**src/rtl/raster_pkg.sv**
```systemverilog
package raster_pkg;

  localparam int CNT_W = 10;

  typedef enum logic [1:0] {
    SEL_TOTAL  = 2'd0,
    SEL_MODE   = 2'd1,
    SEL_SYNC   = 2'd2,
    SEL_FPORCH = 2'd3
  } cfg_sel_e;

  typedef struct packed {
    logic [CNT_W-1:0] lines_m1;
    logic [CNT_W-1:0] dots_m1;
    logic             interlace;
    logic [6:0]       hs_code;
    logic [3:0]       vs_lines;
    logic [CNT_W-1:0] fp_code;
  } raster_cfg_t;

  localparam raster_cfg_t CFG_RESET = '{
    lines_m1:  10'd624,
    dots_m1:   10'd863,
    interlace: 1'b0,
    hs_code:   7'h3F,
    vs_lines:  4'd5,
    fp_code:   10'd0
  };

endpackage

```
**src/rtl/raster_cfg_regs.sv**
```systemverilog
module raster_cfg_regs
  import raster_pkg::*;
(
  input  logic        clk,
  input  logic        rst_n,
  input  logic        wr_en,
  input  logic [1:0]  wr_sel,
  input  logic [31:0] wr_data,
  output raster_cfg_t cfg,
  output logic        total_wr
);

  raster_cfg_t cfg_q, cfg_n;

  assign total_wr = wr_en && (wr_sel == SEL_TOTAL);
  assign cfg      = cfg_q;

  always_comb begin
    cfg_n = cfg_q;
    if (wr_en) begin
      case (wr_sel)
        SEL_TOTAL: begin
          cfg_n.lines_m1 = wr_data[25:16];
          cfg_n.dots_m1  = wr_data[9:0];
        end
        SEL_MODE: begin
          cfg_n.interlace = wr_data[4];
        end
        SEL_SYNC: begin
          cfg_n.hs_code  = wr_data[6:0];
          cfg_n.vs_lines = wr_data[11:8];
        end
        default: begin
          cfg_n.fp_code = wr_data[9:0];
        end
      endcase
    end
  end

  always_ff @(posedge clk or negedge rst_n) begin
    if (!rst_n) cfg_q <= CFG_RESET;
    else        cfg_q <= cfg_n;
  end

  // total write keeps only its two count fields
  p_total_fields_r1: assert property (@(posedge clk) disable iff (!rst_n)
    total_wr |=> (cfg_q.lines_m1 == $past(wr_data[25:16])) &&
                 (cfg_q.dots_m1  == $past(wr_data[9:0])));

  // sync write leaves the total fields alone
  p_sync_keeps_total_r5: assert property (@(posedge clk) disable iff (!rst_n)
    (wr_en && wr_sel == SEL_SYNC) |=> $stable(cfg_q.lines_m1) && $stable(cfg_q.dots_m1));

endmodule

```
**src/rtl/raster_counters.sv**
```systemverilog
module raster_counters #(
  parameter int CNT_W     = 10,
  parameter int FRAME_W   = 16,
  parameter int TICK_LINE = 42
) (
  input  logic               clk,
  input  logic               rst_n,
  input  logic               dot_en,
  input  logic               clr,
  input  logic [CNT_W-1:0]   lines_m1,
  input  logic [CNT_W-1:0]   dots_m1,
  input  logic               interlace,
  output logic [CNT_W-1:0]   dot_q,
  output logic [CNT_W-1:0]   line_q,
  output logic               field_q,
  output logic               tick_q,
  output logic [FRAME_W-1:0] frame_q
);

  localparam logic [CNT_W-1:0] TICK_L = CNT_W'(TICK_LINE);

  logic [CNT_W-1:0]   dot_n, line_n, line_inc;
  logic               field_n, tick_n;
  logic [FRAME_W-1:0] frame_n;
  logic               dot_last, line_last;

  assign dot_last  = (dot_q == dots_m1);
  assign line_last = (line_q == lines_m1);
  assign line_inc  = line_q + 1'b1;

  always_comb begin
    dot_n   = dot_q;
    line_n  = line_q;
    field_n = field_q;
    frame_n = frame_q;
    tick_n  = 1'b0;
    if (clr) begin
      dot_n  = '0;
      line_n = '0;
    end else if (dot_en) begin
      if (dot_last) begin
        dot_n = '0;
        if (line_last) begin
          line_n = '0;
          if (interlace) field_n = ~field_q;
        end else begin
          line_n = line_inc;
          if (line_inc == TICK_L) begin
            tick_n  = 1'b1;
            frame_n = frame_q + 1'b1;
          end
        end
      end else begin
        dot_n = dot_q + 1'b1;
      end
    end
  end

  always_ff @(posedge clk or negedge rst_n) begin
    if (!rst_n) begin
      dot_q   <= '0;
      line_q  <= '0;
      field_q <= 1'b0;
      tick_q  <= 1'b0;
      frame_q <= '0;
    end else begin
      dot_q   <= dot_n;
      line_q  <= line_n;
      field_q <= field_n;
      tick_q  <= tick_n;
      frame_q <= frame_n;
    end
  end

  p_dot_in_range_r2: assert property (@(posedge clk) disable iff (!rst_n)
    dot_q <= dots_m1);

  p_line_in_range_r2: assert property (@(posedge clk) disable iff (!rst_n)
    line_q <= lines_m1);

  p_hold_without_enable_r2: assert property (@(posedge clk) disable iff (!rst_n)
    (!dot_en && !clr) |=> $stable(dot_q) && $stable(line_q));

  p_field_hold_r3: assert property (@(posedge clk) disable iff (!rst_n)
    !interlace |=> $stable(field_q));

  p_tick_on_line_r8: assert property (@(posedge clk) disable iff (!rst_n)
    tick_q |-> (line_q == TICK_L));

  p_frame_step_r8: assert property (@(posedge clk) disable iff (!rst_n)
    tick_q |-> (frame_q == $past(frame_q) + 1'b1));

  p_clear_r10: assert property (@(posedge clk) disable iff (!rst_n)
    clr |=> (dot_q == '0) && (line_q == '0));

endmodule

```
**src/rtl/raster_status_dec.sv**
```systemverilog
module raster_status_dec #(
  parameter int CNT_W      = 10,
  parameter int BACK_PORCH = 54
) (
  input  logic [CNT_W-1:0] dot,
  input  logic [CNT_W-1:0] line,
  input  logic             field,
  input  logic [CNT_W-1:0] dots_m1,
  input  logic [6:0]       hs_code,
  input  logic [3:0]       vs_lines,
  input  logic [CNT_W-1:0] fp_code,
  output logic [13:0]      status
);

  localparam int XW = CNT_W + 2;
  localparam logic [XW-1:0] BP_X = XW'(BACK_PORCH);

  logic [XW-1:0] dot_x, hs_w, fp_w, dots_x;
  logic          same_parity, past_vs;
  logic          act, hs_off, vs_off;

  assign dot_x  = XW'(dot);
  assign hs_w   = XW'({hs_code, 1'b0}) + XW'(2);
  assign fp_w   = XW'(fp_code) + XW'(1);
  assign dots_x = XW'(dots_m1) + XW'(1);

  assign same_parity = (line[0] == field);
  assign past_vs     = (line >= CNT_W'(vs_lines));

  always_comb begin
    act    = 1'b0;
    hs_off = 1'b0;
    vs_off = 1'b0;
    if (same_parity) begin
      hs_off = (dot_x > hs_w);
      if (past_vs) begin
        vs_off = 1'b1;
        act    = (dot_x > fp_w);
      end
    end else begin
      hs_off = 1'b1;
      if (past_vs) begin
        vs_off = 1'b1;
        act    = ((dot_x + BP_X) < dots_x);
      end
    end
  end

  assign status = {vs_off, hs_off, act, field, line};

endmodule

```
**src/rtl/scan_raster.sv**
```systemverilog
module scan_raster
  import raster_pkg::*;
#(
  parameter int FRAME_W    = 16,
  parameter int BACK_PORCH = 54,
  parameter int TICK_LINE  = 42
) (
  input  logic               clk,
  input  logic               rst_n,
  input  logic               dot_en,
  input  logic               wr_en,
  input  logic [1:0]         wr_sel,
  input  logic [31:0]        wr_data,
  output logic [9:0]         dot_pos,
  output logic [9:0]         line_pos,
  output logic               field_odd,
  output logic               frame_tick,
  output logic [FRAME_W-1:0] frame_count,
  output logic [13:0]        sync_status
);

  raster_cfg_t cfg;
  logic        total_wr;

  raster_cfg_regs u_regs (
    .clk      (clk),
    .rst_n    (rst_n),
    .wr_en    (wr_en),
    .wr_sel   (wr_sel),
    .wr_data  (wr_data),
    .cfg      (cfg),
    .total_wr (total_wr)
  );

  raster_counters #(
    .CNT_W     (CNT_W),
    .FRAME_W   (FRAME_W),
    .TICK_LINE (TICK_LINE)
  ) u_cnt (
    .clk       (clk),
    .rst_n     (rst_n),
    .dot_en    (dot_en),
    .clr       (total_wr),
    .lines_m1  (cfg.lines_m1),
    .dots_m1   (cfg.dots_m1),
    .interlace (cfg.interlace),
    .dot_q     (dot_pos),
    .line_q    (line_pos),
    .field_q   (field_odd),
    .tick_q    (frame_tick),
    .frame_q   (frame_count)
  );

  raster_status_dec #(
    .CNT_W      (CNT_W),
    .BACK_PORCH (BACK_PORCH)
  ) u_stat (
    .dot      (dot_pos),
    .line     (line_pos),
    .field    (field_odd),
    .dots_m1  (cfg.dots_m1),
    .hs_code  (cfg.hs_code),
    .vs_lines (cfg.vs_lines),
    .fp_code  (cfg.fp_code),
    .status   (sync_status)
  );

  p_status_field_r4: assert property (@(posedge clk) disable iff (!rst_n)
    sync_status[10] == field_odd);

  p_vsync_release_r6: assert property (@(posedge clk) disable iff (!rst_n)
    (line_pos >= 10'(cfg.vs_lines)) |-> sync_status[13]);

  p_other_parity_vsync_r7: assert property (@(posedge clk) disable iff (!rst_n)
    ((line_pos[0] != field_odd) && (line_pos < 10'(cfg.vs_lines)))
      |-> (sync_status[13:11] == 3'b010));

endmodule

```
**config.mk**
```make
export PLATFORM = sky130hd
export DESIGN_NAME = scan_raster
export DESIGN_NICKNAME = d
export VERILOG_FILES = /design/src/rtl/raster_pkg.sv /design/src/rtl/raster_cfg_regs.sv /design/src/rtl/raster_counters.sv /design/src/rtl/raster_status_dec.sv /design/src/rtl/scan_raster.sv
export SDC_FILE = /design/constraint.sdc
export NUM_CORES = 1
export LEC_CHECK = 0
export BUFFER_PORTS_ARGS = -buffer_cell sky130_fd_sc_hd__buf_2
export CAP_MARGIN = 20
export CORE_MARGIN = 3
export CORE_UTILIZATION = 45
export CTS_BUF_LIST = sky130_fd_sc_hd__clkbuf_8 sky130_fd_sc_hd__clkbuf_16
export DETAILED_ROUTE_END_ITERATION = 16
export GPL_TIMING_DRIVEN = 0
export PLACE_DENSITY = 0.69
export REMOVE_ABC_BUFFERS = 1
export SLEW_MARGIN = 20
export SYNTH_ARGS = -nofsm -noshare
export SYNTH_HDL_FRONTEND = slang
export SYNTH_SLANG_ARGS = --single-unit
```
**constraint.sdc**
```tcl
create_clock -name clk -period 2.3 [get_ports clk]
set_input_delay 0.115 -clock clk [delete_from_list [all_inputs] [get_ports clk]]
set_output_delay 0.115 -clock clk [all_outputs]
set_load 0.05 [all_outputs]
```
==> results.py, run 1 <==
metrics = {
    "logic_synthesis": {
        "synth.top_cells.by_area": "dfrtp_1 28%, dfstp_2 9.8%, ha_1 9.8%",
        "yosysWarnings": 0,
        "ys.flop_type": "dfrtp_1",
        "ys_seq_area_share_pct": 37.9,
        "syn-cell-area_sq_um": 5350,
        "synth.distinct_cells": 55,
        "synth_top_cell_area_share_pct": 28.1,
        "synth-async-reset-ratio_pct": 100,
        "synthCells": 564,
        "synth.avg_cell_area_sq_um": 9.49,
        "synth_top_area_cell": "dfrtp_1",
        "ys_ff_latch": 80,
        "synth_edf_count": 0,
    },
    "cts": {
        "clock_path_buffers": 2,
        "clk_pin_slew_ps": 70,
        "numCtsBuffers": 9,
        "tritoncts": "built",
        "htree_levels": 3,
        "insertion_delay_ps": 340,
        "cts_num_sinks": 80,
        "clockRootBuffer": "clkbuf_16",
    },
    "timing": {
        "worstMarginPinSlew_ps": 663,
        "totalNegativeSetupSlack_ps": -704,
        "hold_viol": 0,
        "fin_crit_ps": 2740,
        "min_period_over_period_pct": 119,
        "finClkSkew_ps": 7.54,
        "slew_headroom_pct": 55.6,
        "max_freq_mhz": 365,
        "setup_viol": 4,
        "rsz0062_at_grt": "yes",
        "setup_slack_ps": -440,
        "hold_ws_ps": 9.88,
        "maxSlewViolCount": 0,
    },
    "pwr": {
        "ir_drop_mv": 0.508,
        "p_leak_nw": 3.44,
        "power_density_nw_per_um2": 777,
        "power.total_w": 0.00548,
    },
    "global_routing": {
        "grt_max_degree": 60,
        "antenna_found_initial": 0,
        "grt_overflow": 0,
        "grt_pass1_wl_mm": 22.6,
        "grt_pass1_vias": 4606,
        "grt_usage_pct": 21.9,
    },
    "setup_path": {
        "path_cells": "ha_2 > buf_4 > nand3_1 > xor2_1 > ha_1 > and3_1 > nand3_2 > o221ai_2 > a31oi_1 > o211ai_1 > o21ai_2 > buf_6",
        "reg2reg_depth": 8,
        "rr_endpoint": "u_cnt.frame_q[1]",
        "crit_type": "flip-flop to output port",
        "crit_family": "compound AO/OA/AOI/OAI gates",
        "r2r_setup_slack_ps": -30,
        "worstSetupPathDepth": 12,
        "crit_slowest_cell": "dfrtp_1",
        "crit_buf_inv": 2,
        "critPathArrivalTime_ps": 2630,
        "cp.required_ps": 2180,
        "end_kind": "output port",
        "crit_path_end": "sync_status[11]",
        "start_kind": "flip-flop",
        "cp_slowest_stage_delay_ps": 430,
        "timing.rr.start": "u_cnt.line_q[0]",
        "cp_max_fo": 5,
        "startpoint": "u_regs.cfg[0]",
    },
    "floorplanning": {
        "dieWidth_um": 115,
        "initial_utilization_pct": 46.5,
        "fp.dieArea_sq_um": 13200,
        "ios": 90,
        "fp.dieH_um": 115,
        "core.rowCount": 39,
        "design.core.area_sq_um": 11500,
    },
    "drt": {
        "ant_nets": 0,
        "num_vias": 4611,
        "avgViaCountPerCell": 5.60,
        "drt_wl_total_mm": 14.6,
        "wl_per_cell_um": 17.7,
        "drt_iter0_markers": 224,
        "dr.pass1.iters": 4,
        "remaining_drc_errors": 0,
    },
    "layout": {
        "final_util_pct": 61.2,
        "drive_gt1_share_pct": 38.5,
        "design_area_sq_um": 7050,
        "layout_common_cells": "84 x nand2_1, 75 x buf_2, 50 x dfrtp_1, 40 x xor2_1, 36 x buf_4",
        "nNetsFinal": 756,
        "antenna_cells": 0,
        "final_common_cell": "nand2_1",
        "syn_to_final_growth_pct": 31.8,
    },
    "place": {
        "dp_hpwl_mm": 9.34,
        "place_area_sq_um": 5730,
        "placement.io_buffers": 79,
        "place.gp.congestion": 0.894,
    },
    "job": {
        "maxCapViolCount": 0,
    },
    "run_status": {
        "status": "finished, violations left",
        "violations": "negative setup slack",
    },
    "hold_path": {
        "hp-class": "input port to flip-flop",
    },
}
worst min path at each step:
stage	slack [ps]	depth (start not counted)	start	end
2_1_floorplan	-180	0	rst_n	u_cnt.dot_q[0]
3_3_place_gp	300	3	wr_data[22]	u_regs.cfg[38]
3_5_place_dp	30	1	rst_n	u_cnt.dot_q[5]
4_1_cts	7	3	wr_data[3]	u_regs.cfg[25]
5_1_grt	20	3	wr_data[3]	u_regs.cfg[25]
6_report	10	3	wr_data[3]	u_regs.cfg[25]
worst min-delay path: cells and delay by family:
kind / cells / cell delay [ps]
buffers and inverters: 1 / 130
and+or+nand+nor: 2 / 100
layer usage:
layer,GRT usage [%],share of wire [%]
met1,26.5,42
met3,4.58,5.8
met4,8.53,2.6
met5,0,0
met2,38.0,49
metrics by stage:
stage / instances / setup slack [ps]
finish: 824 / -440
global route: 824 / -540
CTS: 810 / -430
detailed placement: 750 / -628
global placement: 747 / -1400
floorplan: 525 / -1560
sequential cells by signal (all words and copies together), names as in the netlist:
register       flops
u_cnt.tick_q       1
u_cnt.dot_q       10
u_cnt.field_q      1
u_regs.cfg        42
u_cnt.frame_q     16
u_cnt.line_q      10
Yosys cell counts (2+ instances only):
cell and number:
dfrtp_1 60, a21o_1 3, buf_6 4, a31oi_1 3, nand4_1 15, and2_1 2
nor4_1 5, nand2_1 86, o211ai_1 4, o21a_1 4, nand3_1 35, nor4_2 6
buf_2 4, o31ai_1 5, a211oi_1 2, xor2_1 42, inv_1 22, clkbuf_1 14
xnor2_1 32, dfstp_2 20, a211o_1 2, mux2_1 2, ha_1 42, nor3_1 10
nor3b_1 4, o21ai_0 15, mux2_2 22, and4_1 2, and3_1 11, nor2b_1 7
a21oi_1 9, nor2_1 28, buf_4 17, or3_1 2, nand2b_1 3
final cells by class:
cell class,instances,area [sq um]
sequential,80,2040
tap,143,179
multi-input combinational,425,3440
fill,949,4460
inverter,22,87.6
clock buffer,9,225
timing repair buffer,138,958
clock inverter,7,125
power breakdown:
part | internal [W] | switching [W]
Combinational | 0.000859 | 0.00103
Clock | 0.00107 | 0.000637
Sequential | 0.00163 | 0.000253
logic make-up (layout without fill, tap and decap cells):
kind of cell	count (synthesis)	after routing	synth area share (%)
compound gates	53	53	6.38
xor+xnor	75	75	12.4
fa+ha+maj	42	42	9.82
buf+inv	61	176	6.13
flops	80	80	37.9
mux	24	24	5.05
simple gates	229	231	22.3
what timing repair did:
action                                  CTS  global route
hold buffers                             16             0
pin swaps                                21            36
buffers inserted                         26            14
gates resized for setup                  50            59
endpoints found under the setup margin   25            24
cloned                                    2             0
endpoints found under the hold margin    36             0
Power figures use the tool's default switching activity.
==> run 2: changes to the inputs <==
GPL_TIMING_DRIVEN = not set   (was 0)
==> run 2 against run 1 <==
Against the previous run: the flow still finishes with violations (negative setup slack); core utilization up 1.2 points; combinational power up 12%; via count up 2.2%; clock power down 9.9%; global-route usage up 1.0 points; highest routed layer unchanged; critical path depth down 1; worst hold slack better by 6.1 ps; largest cell class unchanged; worst setup slack worse by 16 ps; cell area up 1.9%.
==> results.py, run 2 (synthesized netlist as in run 1, its figures left out) <==
metrics = {
    "run_status": {
        "status": "finished, violations left",
        "violations": "negative setup slack",
    },
    "global_routing": {
        "grt_max_degree": 40,
        "antenna_found_initial": 0,
        "grt_overflow": 0,
        "grt_pass1_wl_mm": 23.6,
        "grt_pass1_vias": 4711,
        "grt_usage_pct": 22.9,
    },
    "setup_path": {
        "rr_endpoint": "u_cnt.frame_q[1]",
        "critPathArrivalTime_ps": 2640,
        "timing.rr.start": "u_regs.cfg[22]",
        "end_kind": "output port",
        "cp.required_ps": 2180,
        "start_kind": "flip-flop",
        "r2r_setup_slack_ps": 20,
        "crit_path_end": "sync_status[11]",
        "startpoint": "u_regs.cfg[23]",
        "crit_type": "flip-flop to output port",
        "reg2reg_depth": 8,
        "cp_max_fo": 3,
    },
    "place": {
        "placement.io_buffers": 79,
        "dp_hpwl_mm": 10.6,
        "place_area_sq_um": 6200,
        "place.gp.congestion": 0.940,
    },
    "layout": {
        "nNetsFinal": 788,
        "layout_common_cells": "84 x nand2_1, 75 x buf_2, 73 x buf_4, 59 x dfrtp_1, 41 x xor2_1",
        "drive_gt1_share_pct": 39.6,
        "final_common_cell": "nand2_1",
        "syn_to_final_growth_pct": 34.3,
        "multiInputGateArea_sq_um": 3390,
        "seq_area_sq_um": 2030,
        "largest_reg_flops": 42,
        "antenna_cells": 0,
        "fill_cells": 937,
        "design_area_sq_um": 7190,
    },
    "timing": {
        "worstMarginPinSlew_ps": 647,
        "setup_slack_ps": -456,
        "rsz0062_at_grt": "yes",
        "finClkSkew_ps": 6.35,
        "maxSlewViolCount": 0,
        "max_freq_mhz": 363,
        "fin_crit_ps": 2760,
        "min_period_over_period_pct": 120,
        "setup_viol": 2,
        "slew_headroom_pct": 56.7,
        "hold_viol": 0,
    },
    "drt": {
        "drt_wl_total_mm": 15.3,
        "avgViaCountPerCell": 5.51,
        "num_vias": 4714,
        "drt_iter0_markers": 164,
        "remaining_drc_errors": 0,
        "dr.pass1.iters": 4,
        "ant_nets": 0,
        "wl_per_cell_um": 17.9,
    },
    "cts": {
        "htree_levels": 3,
        "clockRootBuffer": "clkbuf_16",
        "cts_num_sinks": 80,
        "clock_path_buffers": 2,
        "clk_pin_slew_ps": 60,
        "tritoncts": "built",
        "insertion_delay_ps": 340,
        "numCtsBuffers": 9,
    },
    "floorplanning": {
        "fp.dieArea_sq_um": 13200,
        "ios": 90,
        "core.rowCount": 39,
        "dieWidth_um": 115,
        "design.core.area_sq_um": 11500,
        "fp.dieH_um": 115,
        "initial_utilization_pct": 46.5,
    },
    "pwr": {
        "p_leak_nw": 3.54,
        "power_density_nw_per_um2": 760,
        "power_frac_seq_pct": 33.2,
        "ir_drop_mv": 0.425,
        "p_int_w": 0.00354,
        "power.total_w": 0.00547,
        "power.net_switching_w": 0.00193,
        "p_clk_share_pct": 28.2,
        "switching_share_pct": 35.3,
        "pwr-share-comb_pct": 38.5,
    },
    "hold_path": {
        "hp-class": "input port to flip-flop",
    },
    "job": {
        "maxCapViolCount": 0,
    },
}
==> run 2: cell count changes in the layout (fill, tap and decap cells not counted), sizes merged <==
cell / before / now
buf: 122 / 155
clkbuf: 9 / 10
clkinv: 2 / 1
dlygate4sd3: 16 / 15
bufinv: 3 / 2
nand4: 17 / 16
clkinvlp: 0 / 2
==> run 2: routing by layer <==
metal  wire length, um  global-route usage, %
met3               934                   4.68
met1              6330                   29.4
met4               375                   8.45
met5                 0                      0
met2              7680                   38.2
==> run 2: timing repair <==
action | in CTS | in global routing
cloned | 1 | 1
pin swaps | 21 | 37
setup endpoints to repair | 19 | 25
setup buffers | 7 | 2
hold buffers | 15 | 0
resized for setup | 36 | 49
hold endpoints to repair | 45 | 0
==> run 2: cell type report <==
type	instances	share of cell area, %
Clock buffer	9	3.13
Clock inverter	7	1.34
Inverter	22	1.15
Multi-Input combinational cell	424	47.1
Sequential cell	80	28.2
Tap cell	143	2.49
Timing Repair Buffer	171	16.6
==> run 2: stage by stage <==
stage,instances,hold WS (ps),utilization [%],setup slack [ps],TNS [ps]
finish,856,16.0,62.4,-456,-723
global route,856,11.8,62.4,-541,-996
CTS,853,6.86,59.9,-371,-619
detailed placement,814,122,53.9,-183,-570
global placement,814,126,53.9,-109,-290
floorplan,525,-181,-,-1560,-11860
==> run 2: power by group through the flow <==
| stage | logic, W | clock network [W] | registers [W] |
|---|---|---|---|
| global placement | 0.00171 | 0 | 0.00180 |
| CTS | 0.00192 | 0.00157 | 0.00180 |
| global route | 0.00230 | 0.00164 | 0.00184 |
| detailed placement | 0.00177 | 0 | 0.00182 |
| floorplan | 0.000911 | 0 | 0.00201 |
| finish | 0.00211 | 0.00154 | 0.00182 |
==> run 2: worst min-delay path by stage <==
stage	startpoint	endpoint	slack [ps]	cells past startpoint
global placement	rst_n	u_cnt.dot_q[2]	130	1
detailed placement	rst_n	u_cnt.dot_q[5]	120	1
CTS	wr_data[11]	u_regs.cfg[13]	7	2
floorplan	rst_n	u_cnt.dot_q[0]	-180	0
finish	wr_data[11]	u_regs.cfg[13]	20	2
global route	wr_data[11]	u_regs.cfg[13]	10	2
==> run 2: critical path, cell delays in order, from the launching register on <==
cell and delay [ps]:
dfstp_2 560, ha_4 150, nand3_4 70, nor2_4 130
nand3_2 80, xor2_1 160, ha_1 340, and3_4 200
o2111ai_2 100, a31oi_1 220, o21ai_1 120, buf_6 170
==> run 3: changes to the inputs <==
PLACE_DENSITY = 0.66   (was 0.69)
clock period = 2.9 ns   (was 2.3 ns; I/O delays follow)
==> run 3 against run 2 <==
Against the previous run: the run now ends clean; cell area fell by 12%; critical path depth did not move; clock power fell by 18%; register-to-register slack improved by 360 ps; sequential power fell by 20%; sequential share of layout area rose by 3.7 points; worst setup slack improved by 590 ps; die area did not move; via count fell by 7.1%; core utilization fell by 7.2 points; count of clock-buffer cells in the layout did not move; highest routed layer unchanged.
==> results.py, run 3 (synthesized netlist as in run 1, its figures left out) <==
metrics = {
    "run_status": {
        "status": "completed",
    },
    "hold_path": {
        "whs_path_depth": 3,
        "hp-class": "input port to flip-flop",
    },
    "cts": {
        "clk_pin_slew_ps": 60,
        "clockRootBuffer": "clkbuf_16",
        "insertion_delay_ps": 330,
        "clock_path_buffers": 2,
        "tritoncts": "built",
        "numCtsBuffers": 9,
        "cts_num_sinks": 80,
        "htree_levels": 3,
    },
    "drt": {
        "drt_wl_total_mm": 13.4,
        "ant_nets": 0,
        "num_vias": 4379,
        "dr.pass1.iters": 4,
        "remaining_drc_errors": 0,
        "drt_iter0_markers": 291,
        "wl_per_cell_um": 16.9,
        "avgViaCountPerCell": 5.53,
    },
    "layout": {
        "final_util_pct": 55.2,
        "multiInputGateArea_sq_um": 3090,
        "nNetsFinal": 724,
        "seq_area_sq_um": 2030,
        "antenna_cells": 0,
        "layout_common_cells": "86 x nand2_1, 77 x buf_2, 56 x dfrtp_1, 42 x xor2_1, 40 x ha_1",
        "fill_cells": 1032,
        "largest_reg_flops": 42,
        "drive_gt1_share_pct": 29.1,
        "final_common_cell": "nand2_1",
        "syn_to_final_growth_pct": 18.8,
    },
    "global_routing": {
        "grt_pass1_wl_mm": 21.9,
        "grt_overflow": 0,
        "grt_usage_pct": 20.9,
        "antenna_found_initial": 0,
        "grt_max_degree": 81,
        "grt_pass1_vias": 4258,
    },
    "pwr": {
        "power_density_nw_per_um2": 634,
        "p_leak_nw": 3.11,
        "ir_drop_mv": 0.326,
    },
    "timing": {
        "slew_headroom_pct": 51.4,
        "hold_viol": 0,
        "finClkSkew_ps": 6.91,
        "setup_slack_ps": 137,
        "worstMarginPinSlew_ps": 728,
        "min_period_over_period_pct": 95.3,
        "max_freq_mhz": 362,
        "maxSlewViolCount": 0,
        "fin_crit_ps": 2760,
        "setup_viol": 0,
    },
    "setup_path": {
        "path_cells": "ha_4 > nand3_2 > nor2_4 > nand3_1 > xor2_1 > ha_1 > and3_1 > o2111ai_1 > a31oi_1 > o21ai_1 > buf_6",
        "start_kind": "flip-flop",
        "cp_max_fo": 4,
        "end_kind": "output port",
        "critPathArrivalTime_ps": 2620,
        "crit_slowest_cell": "dfstp_2",
        "crit_type": "flip-flop to output port",
        "cp.required_ps": 2760,
        "cp_slowest_stage_delay_ps": 580,
        "reg2reg_depth": 7,
    },
    "floorplanning": {
        "fp.dieH_um": 115,
        "design.core.area_sq_um": 11500,
        "core.rowCount": 39,
        "ios": 90,
        "fp.dieArea_sq_um": 13200,
        "dieWidth_um": 115,
        "initial_utilization_pct": 46.5,
    },
    "place": {
        "dp_slack_ps": 213,
        "place.gp.congestion": 0.895,
        "dp_hpwl_mm": 9.84,
        "placement.io_buffers": 79,
    },
    "job": {
        "maxCapViolCount": 0,
    },
}
-- run 3: cell count changes in the layout (fill, tap and decap cells not counted), moves of 4 or more --
cell / delta
buf_4: -51
dlygate4sd3_1: -8
a21oi_1: +5
a21oi_2: -5
ha_1: +5
nor4_4: -5
ha_4: -4
inv_1: +4
nor4_1: +4
-- run 3: stage by stage --
| stage | setup TNS [ps] | instances | power [W] | hold slack [ps] | cell area, sq um |
|---|---|---|---|---|---|
| 3_5_place_dp | 0 | 763 | 0.00271 | 339 | 5810 |
| 3_3_place_gp | 0 | 763 | 0.00267 | 333 | 5810 |
| 2_1_floorplan | -1130 | 525 | 0.00232 | -151 | 5110 |
| 4_1_cts | 0 | 786 | 0.00401 | 0.129 | 6220 |
| 6_report | 0 | 792 | 0.00403 | 7.42 | 6360 |
| 5_1_grt | -7.32 | 792 | 0.00429 | 12.5 | 6360 |
-- run 3: worst paths after layout --
kind,from,end,slack [ps]
max,u_regs.cfg[22],sync_status[11],140
min,wr_data[17],u_regs.cfg[33],7
max reg2reg,u_regs.cfg[22],u_cnt.frame_q[1],380
min reg2reg,u_cnt.frame_q[15],u_cnt.frame_q[15],460
max in group asynchronous,rst_n,u_regs.cfg[1],1940
min in group asynchronous,rst_n,u_cnt.dot_q[2],410
-- run 3: critical path: cells and delay by family (launching register included) --
family | cells | cell delay [ps]
buf+inv | 1 | 180
simple gates | 4 | 480
flops | 1 | 580
xor+xnor | 1 | 160
compound gates | 3 | 410
fa+ha+maj | 2 | 490
-- run 3: layout make-up --
type,instances,share of cell area [%]
clock buffers,9,3.54
multi-input cells,423,48.6
clock inverters,7,1.67
repair buffers,108,10.1
well taps,143,2.81
inverters,22,1.30
flip-flops and latches,80,31.9
-- run 3: where the power goes --
group | switching [W] | internal (W)
Sequential | 0.000159 | 0.00129
Clock | 0.000438 | 0.000830
Combinational | 0.000767 | 0.000549
-- run 3: what timing repair did --
item / in CTS / in global routing
gates resized for setup: 4 / 24
pin swaps: 1 / 10
setup endpoints to repair: 1 / 1
setup buffers: 1 / 5
endpoints found under the hold margin: 6 / 60
hold buffers: 6 / 1
-- run 3: per-layer routing --
metal	routed length (um)	part of all wire (%)	track usage (%)	up-vias
met5	0	0	0	-
met1	5830	43	28.8	2114
met4	209	1.6	5.48	0
met3	898	6.7	4.32	21
met2	6490	48	33.8	153
li1	-	-	-	2091
